### config.mk
export PLATFORM = sky130hd
export DESIGN_NAME = pit_top
export DESIGN_NICKNAME = d
export VERILOG_FILES = /design/src/rtl/pit_pkg.sv /design/src/rtl/pit_prescaler.sv /design/src/rtl/pit_counter.sv /design/src/rtl/pit_top.sv
export SDC_FILE = /design/constraint.sdc
export NUM_CORES = 1
export LEC_CHECK = 0
export CORE_UTILIZATION = 35
export CTS_BUF_LIST = sky130_fd_sc_hd__clkbuf_2
export CTS_CLUSTER_SIZE = 10
export DETAILED_ROUTE_END_ITERATION = 7
export HOLD_SLACK_MARGIN = 0.15
export PLACE_DENSITY = 0.64
export SLEW_MARGIN = 30
export SYNTH_ARGS = -nofsm -noshare
export SYNTH_HDL_FRONTEND = slang
export SYNTH_HIERARCHICAL = 1
export SYNTH_SLANG_ARGS = --single-unit
### constraint.sdc
create_clock -name clk -period 6.75 [get_ports clk]
set_input_delay 1.35 -clock clk [delete_from_list [all_inputs] [get_ports clk]]
set_output_delay 1.35 -clock clk [all_outputs]
set_load 0.02 [all_outputs]
### src/rtl/pit_pkg.sv
`timescale 1ns/1ps
package pit_pkg;
   localparam int unsigned BUS_W = 32;

   typedef enum logic [1:0] {
      SEL_LIMIT = 2'd0,
      SEL_COUNT = 2'd1,
      SEL_CTRL  = 2'd2,
      SEL_IRQ   = 2'd3
   } pit_sel_e;

   typedef enum logic {
      RUN_ONCE = 1'b0,
      RUN_LOOP = 1'b1
   } pit_mode_e;
endpackage

### src/rtl/pit_prescaler.sv
`timescale 1ns/1ps
module pit_prescaler #(
   parameter int unsigned DIV_W = 16
) (
   input  logic             clk,
   input  logic             rst_n,
   input  logic             run,
   input  logic [DIV_W-1:0] divisor,
   input  logic             restart,
   output logic             tick
);
   localparam logic [DIV_W-1:0] DIV_MIN = DIV_W'(2);

   logic [DIV_W-1:0] phase_q;
   logic             active;
   logic             at_end;

   assign active = run && (divisor >= DIV_MIN);
   assign at_end = (phase_q == divisor - DIV_W'(1));
   assign tick   = active && !restart && at_end;

   always_ff @(posedge clk or negedge rst_n) begin
      if (!rst_n) begin
         phase_q <= '0;
      end else if (!active || restart || at_end) begin
         phase_q <= '0;
      end else begin
         phase_q <= phase_q + DIV_W'(1);
      end
   end

   // with a divisor of at least two, ticks never come back to back
   assert_tick_spacing_R4: assert property (@(posedge clk) disable iff (!rst_n)
      tick |=> !tick);
endmodule

### src/rtl/pit_counter.sv
`timescale 1ns/1ps
module pit_counter #(
   parameter int unsigned CNT_W = 28
) (
   input  logic             clk,
   input  logic             rst_n,
   input  logic             tick,
   input  logic             start,
   input  logic             run,
   input  logic             loop_mode,
   input  logic [CNT_W-1:0] limit,
   output logic [CNT_W-1:0] count,
   output logic             wrap
);
   logic [CNT_W-1:0] cnt_q;
   logic             parked_q;
   logic             step;

   assign step  = tick && run && !parked_q && !start;
   assign wrap  = step && (cnt_q == limit);
   assign count = cnt_q;

   always_ff @(posedge clk or negedge rst_n) begin
      if (!rst_n) begin
         cnt_q    <= '0;
         parked_q <= 1'b0;
      end else if (start) begin
         cnt_q    <= '0;
         parked_q <= 1'b0;
      end else if (wrap) begin
         cnt_q    <= '0;
         parked_q <= !loop_mode;
      end else if (step) begin
         cnt_q    <= cnt_q + CNT_W'(1);
      end
   end

   // a wrap leaves the counter at zero
   assert_wrap_to_zero_R3: assert property (@(posedge clk) disable iff (!rst_n)
      wrap |=> (count == '0));

   // after a single-shot wrap the count stays parked unless restarted
   assert_once_parks_R6: assert property (@(posedge clk) disable iff (!rst_n)
      (wrap && !loop_mode) ##1 !start |=> (count == '0));

   // a start clears the count on the next cycle
   assert_start_clears_R10: assert property (@(posedge clk) disable iff (!rst_n)
      start |=> (count == '0));
endmodule

### src/rtl/pit_top.sv
`timescale 1ns/1ps
module pit_top
   import pit_pkg::*;
#(
   parameter int unsigned CNT_W    = 28,
   parameter int unsigned DIV_W    = 16,
   parameter int unsigned EN_BIT   = 28,
   parameter int unsigned MODE_BIT = 24,
   parameter int unsigned IE_BIT   = 20,
   parameter int unsigned PEND_BIT = 16
) (
   input  logic             clk,
   input  logic             rst_n,
   input  logic [3:0]       bus_addr,
   input  logic             bus_we,
   input  logic [BUS_W-1:0] bus_wdata,
   output logic [BUS_W-1:0] bus_rdata,
   output logic             irq_o
);
   localparam int unsigned PAD_W = BUS_W - CNT_W;

   if (CNT_W < 2 || CNT_W > BUS_W) begin : g_bad_cnt
      $error("pit_top: CNT_W out of range");
   end
   if (DIV_W < 2 || DIV_W > MODE_BIT || DIV_W > PEND_BIT) begin : g_bad_div
      $error("pit_top: divisor field overlaps flag bits");
   end
   if (EN_BIT >= BUS_W || EN_BIT == MODE_BIT || IE_BIT == PEND_BIT) begin : g_bad_bits
      $error("pit_top: flag bit positions invalid");
   end

   pit_sel_e         sel;
   logic             wr_limit, wr_ctrl, wr_irq;
   logic [CNT_W-1:0] limit_q;
   logic             en_q, ie_q, pend_q;
   pit_mode_e        mode_q;
   logic [DIV_W-1:0] div_q;
   logic             start, div_change, tick, wrap;
   logic [CNT_W-1:0] count;
   logic [BUS_W-1:0] limit_rd, count_rd;

   assign sel        = pit_sel_e'(bus_addr[3:2]);
   assign wr_limit   = bus_we && (sel == SEL_LIMIT);
   assign wr_ctrl    = bus_we && (sel == SEL_CTRL);
   assign wr_irq     = bus_we && (sel == SEL_IRQ);
   assign start      = wr_ctrl && !en_q && bus_wdata[EN_BIT];
   assign div_change = wr_ctrl && (bus_wdata[DIV_W-1:0] != div_q);

   always_ff @(posedge clk or negedge rst_n) begin
      if (!rst_n) begin
         limit_q <= '0;
         en_q    <= 1'b0;
         mode_q  <= RUN_ONCE;
         div_q   <= '0;
         ie_q    <= 1'b0;
         pend_q  <= 1'b0;
      end else begin
         if (wr_limit) limit_q <= bus_wdata[CNT_W-1:0];
         if (wr_ctrl) begin
            en_q   <= bus_wdata[EN_BIT];
            mode_q <= pit_mode_e'(bus_wdata[MODE_BIT]);
            div_q  <= bus_wdata[DIV_W-1:0];
         end
         if (wr_irq) ie_q <= bus_wdata[IE_BIT];
         if (wrap) pend_q <= 1'b1;
         else if (wr_irq && bus_wdata[PEND_BIT]) pend_q <= 1'b0;
      end
   end

   pit_prescaler #(.DIV_W(DIV_W)) u_presc (
      .clk     (clk),
      .rst_n   (rst_n),
      .run     (en_q),
      .divisor (div_q),
      .restart (div_change || start),
      .tick    (tick)
   );

   pit_counter #(.CNT_W(CNT_W)) u_count (
      .clk       (clk),
      .rst_n     (rst_n),
      .tick      (tick),
      .start     (start),
      .run       (en_q),
      .loop_mode (mode_q == RUN_LOOP),
      .limit     (limit_q),
      .count     (count),
      .wrap      (wrap)
   );

   if (PAD_W > 0) begin : g_pad
      assign limit_rd = {{PAD_W{1'b0}}, limit_q};
      assign count_rd = {{PAD_W{1'b0}}, count};
   end else begin : g_full
      assign limit_rd = limit_q;
      assign count_rd = count;
   end

   always_comb begin
      bus_rdata = '0;
      unique case (sel)
         SEL_LIMIT: bus_rdata = limit_rd;
         SEL_COUNT: bus_rdata = count_rd;
         SEL_CTRL: begin
            bus_rdata[EN_BIT]      = en_q;
            bus_rdata[MODE_BIT]    = mode_q;
            bus_rdata[DIV_W-1:0]   = div_q;
         end
         SEL_IRQ: begin
            bus_rdata[IE_BIT]   = ie_q;
            bus_rdata[PEND_BIT] = pend_q;
         end
         default: bus_rdata = '0;
      endcase
   end

   assign irq_o = pend_q && ie_q;

   // with the timer clock off and no control write, the count holds
   assert_clock_off_holds_R5: assert property (@(posedge clk) disable iff (!rst_n)
      (div_q < DIV_W'(2) && !wr_ctrl) |=> $stable(count));

   // a wrap always leaves the pending flag set
   assert_wrap_sets_pending_R3: assert property (@(posedge clk) disable iff (!rst_n)
      wrap |=> pend_q);

   // a write-one clear without a concurrent wrap drops the flag
   assert_w1c_clears_R8: assert property (@(posedge clk) disable iff (!rst_n)
      (wr_irq && bus_wdata[PEND_BIT] && !wrap) |=> !pend_q);
endmodule

# ---- After elaboration in Yosys (flattened, before gate mapping)
# Index checks and enable logic that the tools add are counted.
dict set report classes {
  addsub 3
  multipliers 0
  div_mod_pow 0
  order_cmp 1
  eq_ne 6
  n_shift 0
  mux 16
  bitwise 0
  n_reduce_logical 28
}
# cell n
set ops {}
lappend ops {{$mux W28} 3}
lappend ops {{$pmux W16 S3} 1}
lappend ops {{$add A28 B1 Y28 const B} 1}
lappend ops {{$eq A28 B28 Y1} 1}
lappend ops {{$pmux W3 S2} 3}
lappend ops {{$add A16 B1 Y16 const B} 1}
lappend ops {{$eq A16 B16 Y1} 1}
lappend ops {{$ge A16 B2 Y1 const B} 1}
lappend ops {{$mux W16} 1}
lappend ops {{$ne A16 B16 Y1} 1}
lappend ops {{$sub A16 B1 Y16 const B} 1}
lappend ops {{$logic_and A1 B1 Y1} 15}
lappend ops {{$pmux W1 S3} 3}
lappend ops {{$logic_not A1 Y1} 6}
lappend ops {{$mux W1} 5}
lappend ops {{$eq A2 B2 Y1 const B} 2}
lappend ops {{$reduce_bool A2 Y1} 2}
lappend ops {{$logic_or A1 B1 Y1} 3}
lappend ops {{$reduce_bool A3 Y1} 1}
lappend ops {{$eq A2 B1 Y1 const B} 1}
lappend ops {{$logic_not A2 Y1} 1}
dict set report totals {
  regBits 93
  latchBits 0
  ramBits 0
  rom_bits 0
  inputBits 39
  output_inout_bits 33
  elab_cells 63
  n_memories 0
}

# ---- Longest topological paths before layout
# Gate-level depths: netlist of run 1.
dict set report logic_depth {
  depth_word 14
  ltp_mapped 15
  depth_no_buf 13
}

# ---- Hierarchy
# Netlist of run 1, hierarchy kept.
# module instances cells_per_inst area_per_inst_um2
set modules_own_cells {}
lappend modules_own_cells {pit_top 1 220 2633.8}
lappend modules_own_cells {pit_counter 1 184 1788.0}
lappend modules_own_cells {pit_prescaler 1 157 1378.8}

# ---- Worst setup path after synthesis of run 1
# Ideal clock, no wire load.
dict set report synth_path {
  kind {input-to-reg}
  from {input bus_addr[2]}
  to {register u_count.cnt_q[27] (netlist: u_count/count[27])}
  arrival_time_ps 3899
  setup_slack_ps 2774
  stages 13
  path_buffers 3
  path_cell_list {buf_2 > nor2b_1 > buf_4 > nand2_2 > buf_6 > a31oi_1 > a311oi_1 > and2_1 > nand4bb_4 > nor4_4 > nand4_4 > or3_1 > a21oi_1}
}
dict set report synth_via {
  elab_chain_len 14
  elab_cells_between_ends 17
  cone_classes {eq/ne (1); mux (2); reduce/logical (14)}
}
# item line_no
set synth_lines {}
lappend synth_lines {{from (decl)} pit_top.sv:14} ;# input logic [3:0] bus_addr,
lappend synth_lines {{$eq A2 B2 Y1 *} pit_top.sv:44} ;# assign wr_ctrl = bus_we && (sel == SEL_CTRL);
lappend synth_lines {{$logic_and A1 B1 Y1 *} pit_top.sv:44}
lappend synth_lines {{$logic_and A1 B1 Y1 (2 in series)} pit_top.sv:46} ;# assign start = wr_ctrl && !en_q && bus_wdata[EN_BIT];
lappend synth_lines {{$logic_or A1 B1 Y1 *} pit_top.sv:75} ;# .restart (div_change || start),
lappend synth_lines {{$logic_not A1 Y1 *} pit_prescaler.sv:20} ;# assign tick = active && !restart && at_end;
lappend synth_lines {{$logic_and A1 B1 Y1 * (2 in series)} pit_prescaler.sv:20}
lappend synth_lines {{net tick} pit_top.sv:38} ;# logic start, div_change, tick, wrap;
lappend synth_lines {{$logic_and A1 B1 Y1 * (3 in series)} pit_counter.sv:19} ;# assign step = tick && run && !parked_q && !start;
lappend synth_lines {{$logic_and A1 B1 Y1} pit_counter.sv:20} ;# assign wrap = step && (cnt_q == limit);
lappend synth_lines {{$mux W28} pit_counter.sv:30} ;# end else if (wrap) begin
lappend synth_lines {{$mux W28} pit_counter.sv:27} ;# end else if (start) begin
lappend synth_lines {{to (signal assigned)} pit_counter.sv:34} ;# cnt_q <= cnt_q + CNT_W'(1);
lappend synth_lines {{to (decl)} pit_counter.sv:15} ;# logic [CNT_W-1:0] cnt_q;
# Mark *: on every way through the listed nets, which the timed path passes. The rest lies on a longest branch.
# A chain may end at the register's enable or synchronous reset.

# ---- Final worst setup path of run 1
dict set report layout_path {
  from {input bus_addr[3]}
  to {output bus_rdata[13]}
}
dict set report layout_via {
  elab_chain_len 2
  elab_cells_between_ends 4
  cone_classes {eq/ne (2); mux (1); reduce/logical (1)}
}
# item line_no
set layout_lines {}
lappend layout_lines {{$eq A2 B2 Y1, or another cell as far along} pit_top.sv:101} ;# unique case (sel)
lappend layout_lines {{$pmux W16 S3 *} pit_top.sv:101}
lappend layout_lines {{to (decl)} pit_top.sv:17} ;# output logic [BUS_W-1:0] bus_rdata,
# Every way passes the cells marked *; elsewhere a longest branch is shown, timed or not.

==> results of run 1 <==
## final cells by class
| type | instances | area (sq um) |
|---|---|---|
| Clock buffer | 10 | 50.0 |
| Clock inverter | 5 | 51.3 |
| Fill cell | 1561 | 9350 |
| Inverter | 8 | 30.0 |
| Multi-Input combinational cell | 437 | 3320 |
| Sequential cell | 93 | 2330 |
| Tap cell | 216 | 270 |
| Timing Repair Buffer | 68 | 667 |
## state kept, by name, indices dropped and copies added (netlist names)
name	flops
u_count/count	28
div_q	16
ie_q	1
u_count/parked_q	1
en_q	1
u_presc/phase_q	16
mode_q	1
pend_q	1
limit_q	28
## per-layer routing
metal / track usage (%) / part of all wire, % / vias up
li1: - / - / 2079
met1: 21.7 / 43 / 2197
met2: 30.6 / 51 / 104
met3: 4.32 / 4.3 / 18
met4: 5.41 / 1.6 / 0
met5: 0 / 0 / -
## path summary, 6_finish.rpt
check / cells after the start / to / slack (ns)
min reg2reg: 1 / u_count/parked_q / 0.55
max in group asynchronous: 2 / limit_q[11] / 5.22
max: 7 / bus_rdata[13] / 1.85
min in group asynchronous: 1 / div_q[12] / 0.61
min: 1 / u_count/parked_q / 0.55
max reg2reg: 11 / u_count/count[22] / 2.64
## critical path: stages
cell and delay, ns:
clkdlybuf4s50_1 0.45, buf_4 0.33, nor2b_1 0.25, buf_4 0.26, nand2_1 0.07, o21ai_0 0.15
clkdlybuf4s50_1 0.68
## power breakdown
group / switching, mW / leakage (nW) / internal, mW / total (mW)
Sequential: 0.0896 / 1.20 / 0.615 / 0.705
Combinational: 0.176 / 1.56 / 0.200 / 0.376
Clock: 0.193 / 0.0672 / 0.0834 / 0.276
## cells in the final DEF, fill, tap and decap left out, types with 18 or more instances in the layout
master           count
xor2_1              34
mux2_2              29
clkdlybuf4s50_1     61
nor2_1              54
dfrtp_1             93
mux2i_1             28
nand4_1             21
nand3_1             20
o21ai_0             30
nand2_1             34
xnor2_1             62
mux2_4              18
## cells by family (layout without fill, tap and decap cells)
| logic type | count (synthesis) | in the layout | share of synthesized area, % |
|---|---|---|---|
| compound gates | 59 | 59 | 6.60 |
| xor+xnor | 96 | 96 | 14.5 |
| fa+ha+maj | 4 | 4 | 0.863 |
| buf+inv | 33 | 91 | 3.15 |
| flops | 93 | 93 | 40.1 |
| mux | 75 | 75 | 15.1 |
| other cells | 1 | 3 | 0.0646 |
| simple gates | 200 | 200 | 19.6 |
==> flow_metrics.py, run 1 <==
metrics = {
    "floorplan": {
        "ios": 72,
        "chipHeight_microns": 131,
        "core_area_sq_um": 16100,
        "initial_core_util_pct": 36.1,
        "die_w_microns": 131,
        "row_count": 46,
        "dieArea_sq_um": 17100,
    },
    "finish": {
        "finish.utilization_pct": 41.8,
        "area_delta_synth_final_pct": 15.7,
        "fin_cells": 837,
        "layout.nets": 660,
        "final_layout_size_suffix_gt1_share_pct": 13.8,
        "fin_area_sq_um": 6710,
        "diodes": 0,
    },
    "yosys": {
        "synth.area.top_cells": "dfrtp_1 40%, xnor2_1 9.4%, mux2_2 5.6%",
        "yosysTopAreaCell": "dfrtp_1",
        "synthArstFlopShare_pct": 100,
        "yosys.cell_types.count": 58,
        "synthMostInstantiatedCell": "dfrtp_1",
        "ys_seq_elements": 93,
        "synth.top_cells.by_count": "93 x dfrtp_1, 62 x xnor2_1, 54 x nor2_1, 34 x nand2_1, 34 x xor2_1",
        "netlist_area_sq_um": 5800,
        "syn_inst": 561,
        "yosysSeqAreaShare_pct": 40.1,
        "synth_edf_count": 0,
        "ys_warn_count": 6,
        "synth_ff_type": "dfrtp_1",
        "avgSynthCellArea_sq_um": 10.3,
        "synth_top_area_share_pct": 40.1,
    },
    "grt": {
        "antenna_found_initial": 0,
        "gr-total-overflow": 0,
        "grt_max_degree": 69,
        "grtUsageTotal_pct": 17.7,
        "grt_pass1_vias": 4371,
        "grt_first_pass_wirelength_microns": 22900,
    },
    "timing": {
        "setup_viol": 0,
        "fmax_mhz": 204,
        "rsz0062_at_grt": "false",
        "whs_ns": 0.547,
        "fin_crit_sh_pct": 72.5,
        "final.setup_skew_ns": 0.0420,
        "hold_viol": 0,
        "min_period_ns": 4.90,
        "max-slew-margin-rel_pct": 40.7,
        "final_max_slew_viol_count": 0,
        "tightest_slew_ns": 0.886,
        "setup_slack_ns": 1.85,
        "fin_setup_tns_ns": 0,
    },
    "clock_tree": {
        "cts_sinks": 93,
        "clkTransAtPathRegs_ns": 0.23,
        "clk-insertion-delay-late_ns": 0.61,
        "post_cts_buffers": 0,
        "clk_path_buf_depth": 2,
        "cts_made_buffers": 9,
        "clockRootBuffer": "clkbuf_2",
        "cts_tree": "done",
        "cts_hold_buf": 0,
        "cts.htree.levels": 3,
        "ctsResizeCount": 0,
    },
    "setup_path": {
        "r2r-start": "div_q[4]",
        "path_class": "in -> out",
        "end_kind": "output pin",
        "cp-startpoint": "bus_addr[3]",
        "crit_arrival_ns": 3.55,
        "required_ns": 5.40,
        "critPathLaunchType": "input port",
        "crit_fanout": 34,
    },
    "hold_path": {
        "hold_class": "reg -> reg",
        "min_from": "u_count/parked_q",
    },
    "placed_design": {
        "dpl-instance-area_sq_um": 6590,
        "hpwl_microns": 10400,
        "gp_congestion": 0.816,
        "pre_cts_slack_ns": 1.25,
        "port-buffer-count": 63,
        "dpl.cell_count": 822,
    },
    "power_and_ir_drop": {
        "power.density_nw_per_um2": 202,
        "finalPower_mw": 1.36,
        "vdd_ir_drop_max_v": 0.000103,
        "p_leak_nw": 2.82,
    },
    "drt": {
        "wl_microns": 14200,
        "num_vias": 4398,
        "ant_nets": 0,
        "wl_per_cell_microns": 16.9,
        "vias_per_cell": 5.25,
        "drt_drc_violations_left": 0,
        "initialDrtViolationCount": 199,
        "dr.pass1.iters": 4,
    },
    "flow_run": {
        "drv_cap": 0,
    },
    "status": {
        "run_status": "complete, no violations",
    },
}
No activity file was read; power rests on OpenSTA's default activity.
==> inputs of run 2 (changes only) <==
==> constraint.sdc (replaced) <==
create_clock -name clk -period 4.8 [get_ports clk]
set_input_delay 0.96 -clock clk [delete_from_list [all_inputs] [get_ports clk]]
set_output_delay 0.96 -clock clk [all_outputs]
set_load 0.02 [all_outputs]
==> run 2 against run 1 <==
Compared with the run above:
- combinational power increased by 43%
- power increased by 36%
- setup slack got worse by 1.1 ns
- register-to-register slack got worse by 1.9 ns
- critical path type is now reg -> reg
- critical endpoint is now u_count/count[25]
- highest routed layer unchanged
==> flow_metrics.py, run 2 (same netlist as run 1, synthesis figures left out) <==
metrics = {
    "status": {
        "run_status": "complete, no violations",
    },
    "timing": {
        "final.setup_skew_ns": 0.0387,
        "fmax_mhz": 249,
        "setup_slack_ns": 0.786,
        "setup_viol": 0,
        "tightest_slew_ns": 0.874,
        "fin_crit_sh_pct": 83.6,
        "min_period_ns": 4.01,
        "hold_viol": 0,
        "fin_setup_tns_ns": 0,
        "final_max_slew_viol_count": 0,
        "rsz0062_at_grt": "false",
        "max-slew-margin-rel_pct": 41.5,
    },
    "floorplan": {
        "dieArea_sq_um": 17100,
        "row_count": 46,
        "initial_core_util_pct": 36.1,
        "chipHeight_microns": 131,
        "core_area_sq_um": 16100,
        "die_w_microns": 131,
        "ios": 72,
    },
    "power_and_ir_drop": {
        "p_leak_nw": 2.84,
        "intPower_mw": 1.21,
        "swShare_pct": 34.1,
        "p_clk_share_pct": 17.2,
        "pwr-share-seq_pct": 53.8,
        "switchingPower_mw": 0.628,
        "vdd_ir_drop_max_v": 0.000151,
        "share_comb_of_total_power_pct": 29.1,
        "power.density_nw_per_um2": 274,
    },
    "drt": {
        "num_vias": 4350,
        "drt_drc_violations_left": 0,
        "ant_nets": 0,
        "initialDrtViolationCount": 252,
        "vias_per_cell": 5.15,
        "wl_microns": 14400,
        "dr.pass1.iters": 4,
        "wl_per_cell_microns": 17.1,
    },
    "clock_tree": {
        "clockRootBuffer": "clkbuf_2",
        "post_cts_buffers": 0,
        "cts.htree.levels": 3,
        "ctsResizeCount": 0,
        "clk-insertion-delay-late_ns": 0.59,
        "cts_hold_buf": 0,
        "cts_sinks": 93,
        "clkTransAtPathRegs_ns": 0.25,
        "cts_tree": "done",
        "clk_path_buf_depth": 2,
        "cts_made_buffers": 9,
    },
    "setup_path": {
        "end_kind": "flip-flop",
        "path_class": "reg -> reg",
        "r2r-start": "div_q[1]",
        "crit_fanout": 11,
        "critPathLaunchType": "flip-flop",
        "crit_arrival_ns": 4.50,
        "cp-startpoint": "div_q[1]",
        "required_ns": 5.28,
    },
    "finish": {
        "ff_latch_area_sq_um": 2330,
        "fin_cells": 844,
        "layout_commonest_cell": "dfrtp_1",
        "area_delta_synth_final_pct": 15.9,
        "final_layout_size_suffix_gt1_share_pct": 14.5,
        "multi_input_area_sq_um": 3300,
        "nFillCells": 1526,
        "diodes": 0,
        "final_cell_mix": "93 x dfrtp_1, 62 x xnor2_1, 61 x clkdlybuf4s50_1",
        "layout.nets": 668,
    },
    "grt": {
        "grt_pass1_vias": 4392,
        "gr-total-overflow": 0,
        "grt_first_pass_wirelength_microns": 23200,
        "antenna_found_initial": 0,
        "grtUsageTotal_pct": 17.9,
        "grt_max_degree": 72,
    },
    "placed_design": {
        "gp_congestion": 0.837,
        "dpl.cell_count": 830,
        "port-buffer-count": 63,
        "hpwl_microns": 10800,
        "pre_cts_slack_ns": 0.330,
    },
    "flow_run": {
        "drv_cap": 0,
    },
    "hold_path": {
        "hold_class": "in -> async",
    },
}
-- run 2: metrics by stage --
stage / power [mW] / hold slack [ns] / instance area (sq um) / utilization [%]
finish: 1.84 / 0.361 / 6730 / 41.9
global route: 1.97 / 0.310 / 6730 / 41.9
CTS: 1.86 / 0.457 / 6720 / 41.9
detailed placement: 1.54 / 0.525 / 6650 / 41.4
global placement: 1.52 / 0.501 / 6650 / 41.4
floorplan: 1.34 / 0.464 / 5810 / -
-- run 2: final timing paths --
check / end / slack (ns) / cells past startpoint
max reg2reg: u_count/count[25] / 0.79 / 12
min in group clk: u_count/parked_q / 0.57 / 1
max: u_count/count[25] / 0.79 / 12
max in group asynchronous: limit_q[25] / 3.66 / 2
min: u_count/count[13] / 0.36 / 1
min reg2reg: u_count/parked_q / 0.57 / 1
-- run 2: critical path: stages (launching register included) --
cell	delay (ns)
dfrtp_1	0.54
nor2_1	0.53
nand4b_1	0.29
and4bb_2	0.39
o32ai_2	0.11
nor4_1	0.30
and2_1	0.25
and4bb_1	0.35
nand3_1	0.13
nor4_1	0.31
a21o_1	0.41
buf_4	0.25
a21oi_1	0.06
-- run 2: power by group through the flow --
stage | registers [mW] | clock network [mW] | logic [mW]
after floorplan | 0.967 | 0 | 0.370
final | 0.990 | 0.316 | 0.536
after global placement | 0.999 | 0 | 0.525
after CTS | 0.990 | 0.333 | 0.540
after global routing | 1.01 | 0.379 | 0.581
after detailed placement | 1.00 | 0 | 0.536
-- run 2: metal layers --
metal | GRT usage [%] | wire length (microns)
met4 | 5.34 | 255
met2 | 30.7 | 7290
met1 | 22.5 | 6350
met5 | 0 | 0
met3 | 4.07 | 518
-- run 2: layout make-up --
cell class	count	area share (%)
multi-input cells	437	49.1
flip-flops and latches	93	34.6
repair buffers	76	10.8
well taps	216	4.02
clock buffers	11	0.819
inverters	8	0.447
clock inverters	3	0.223
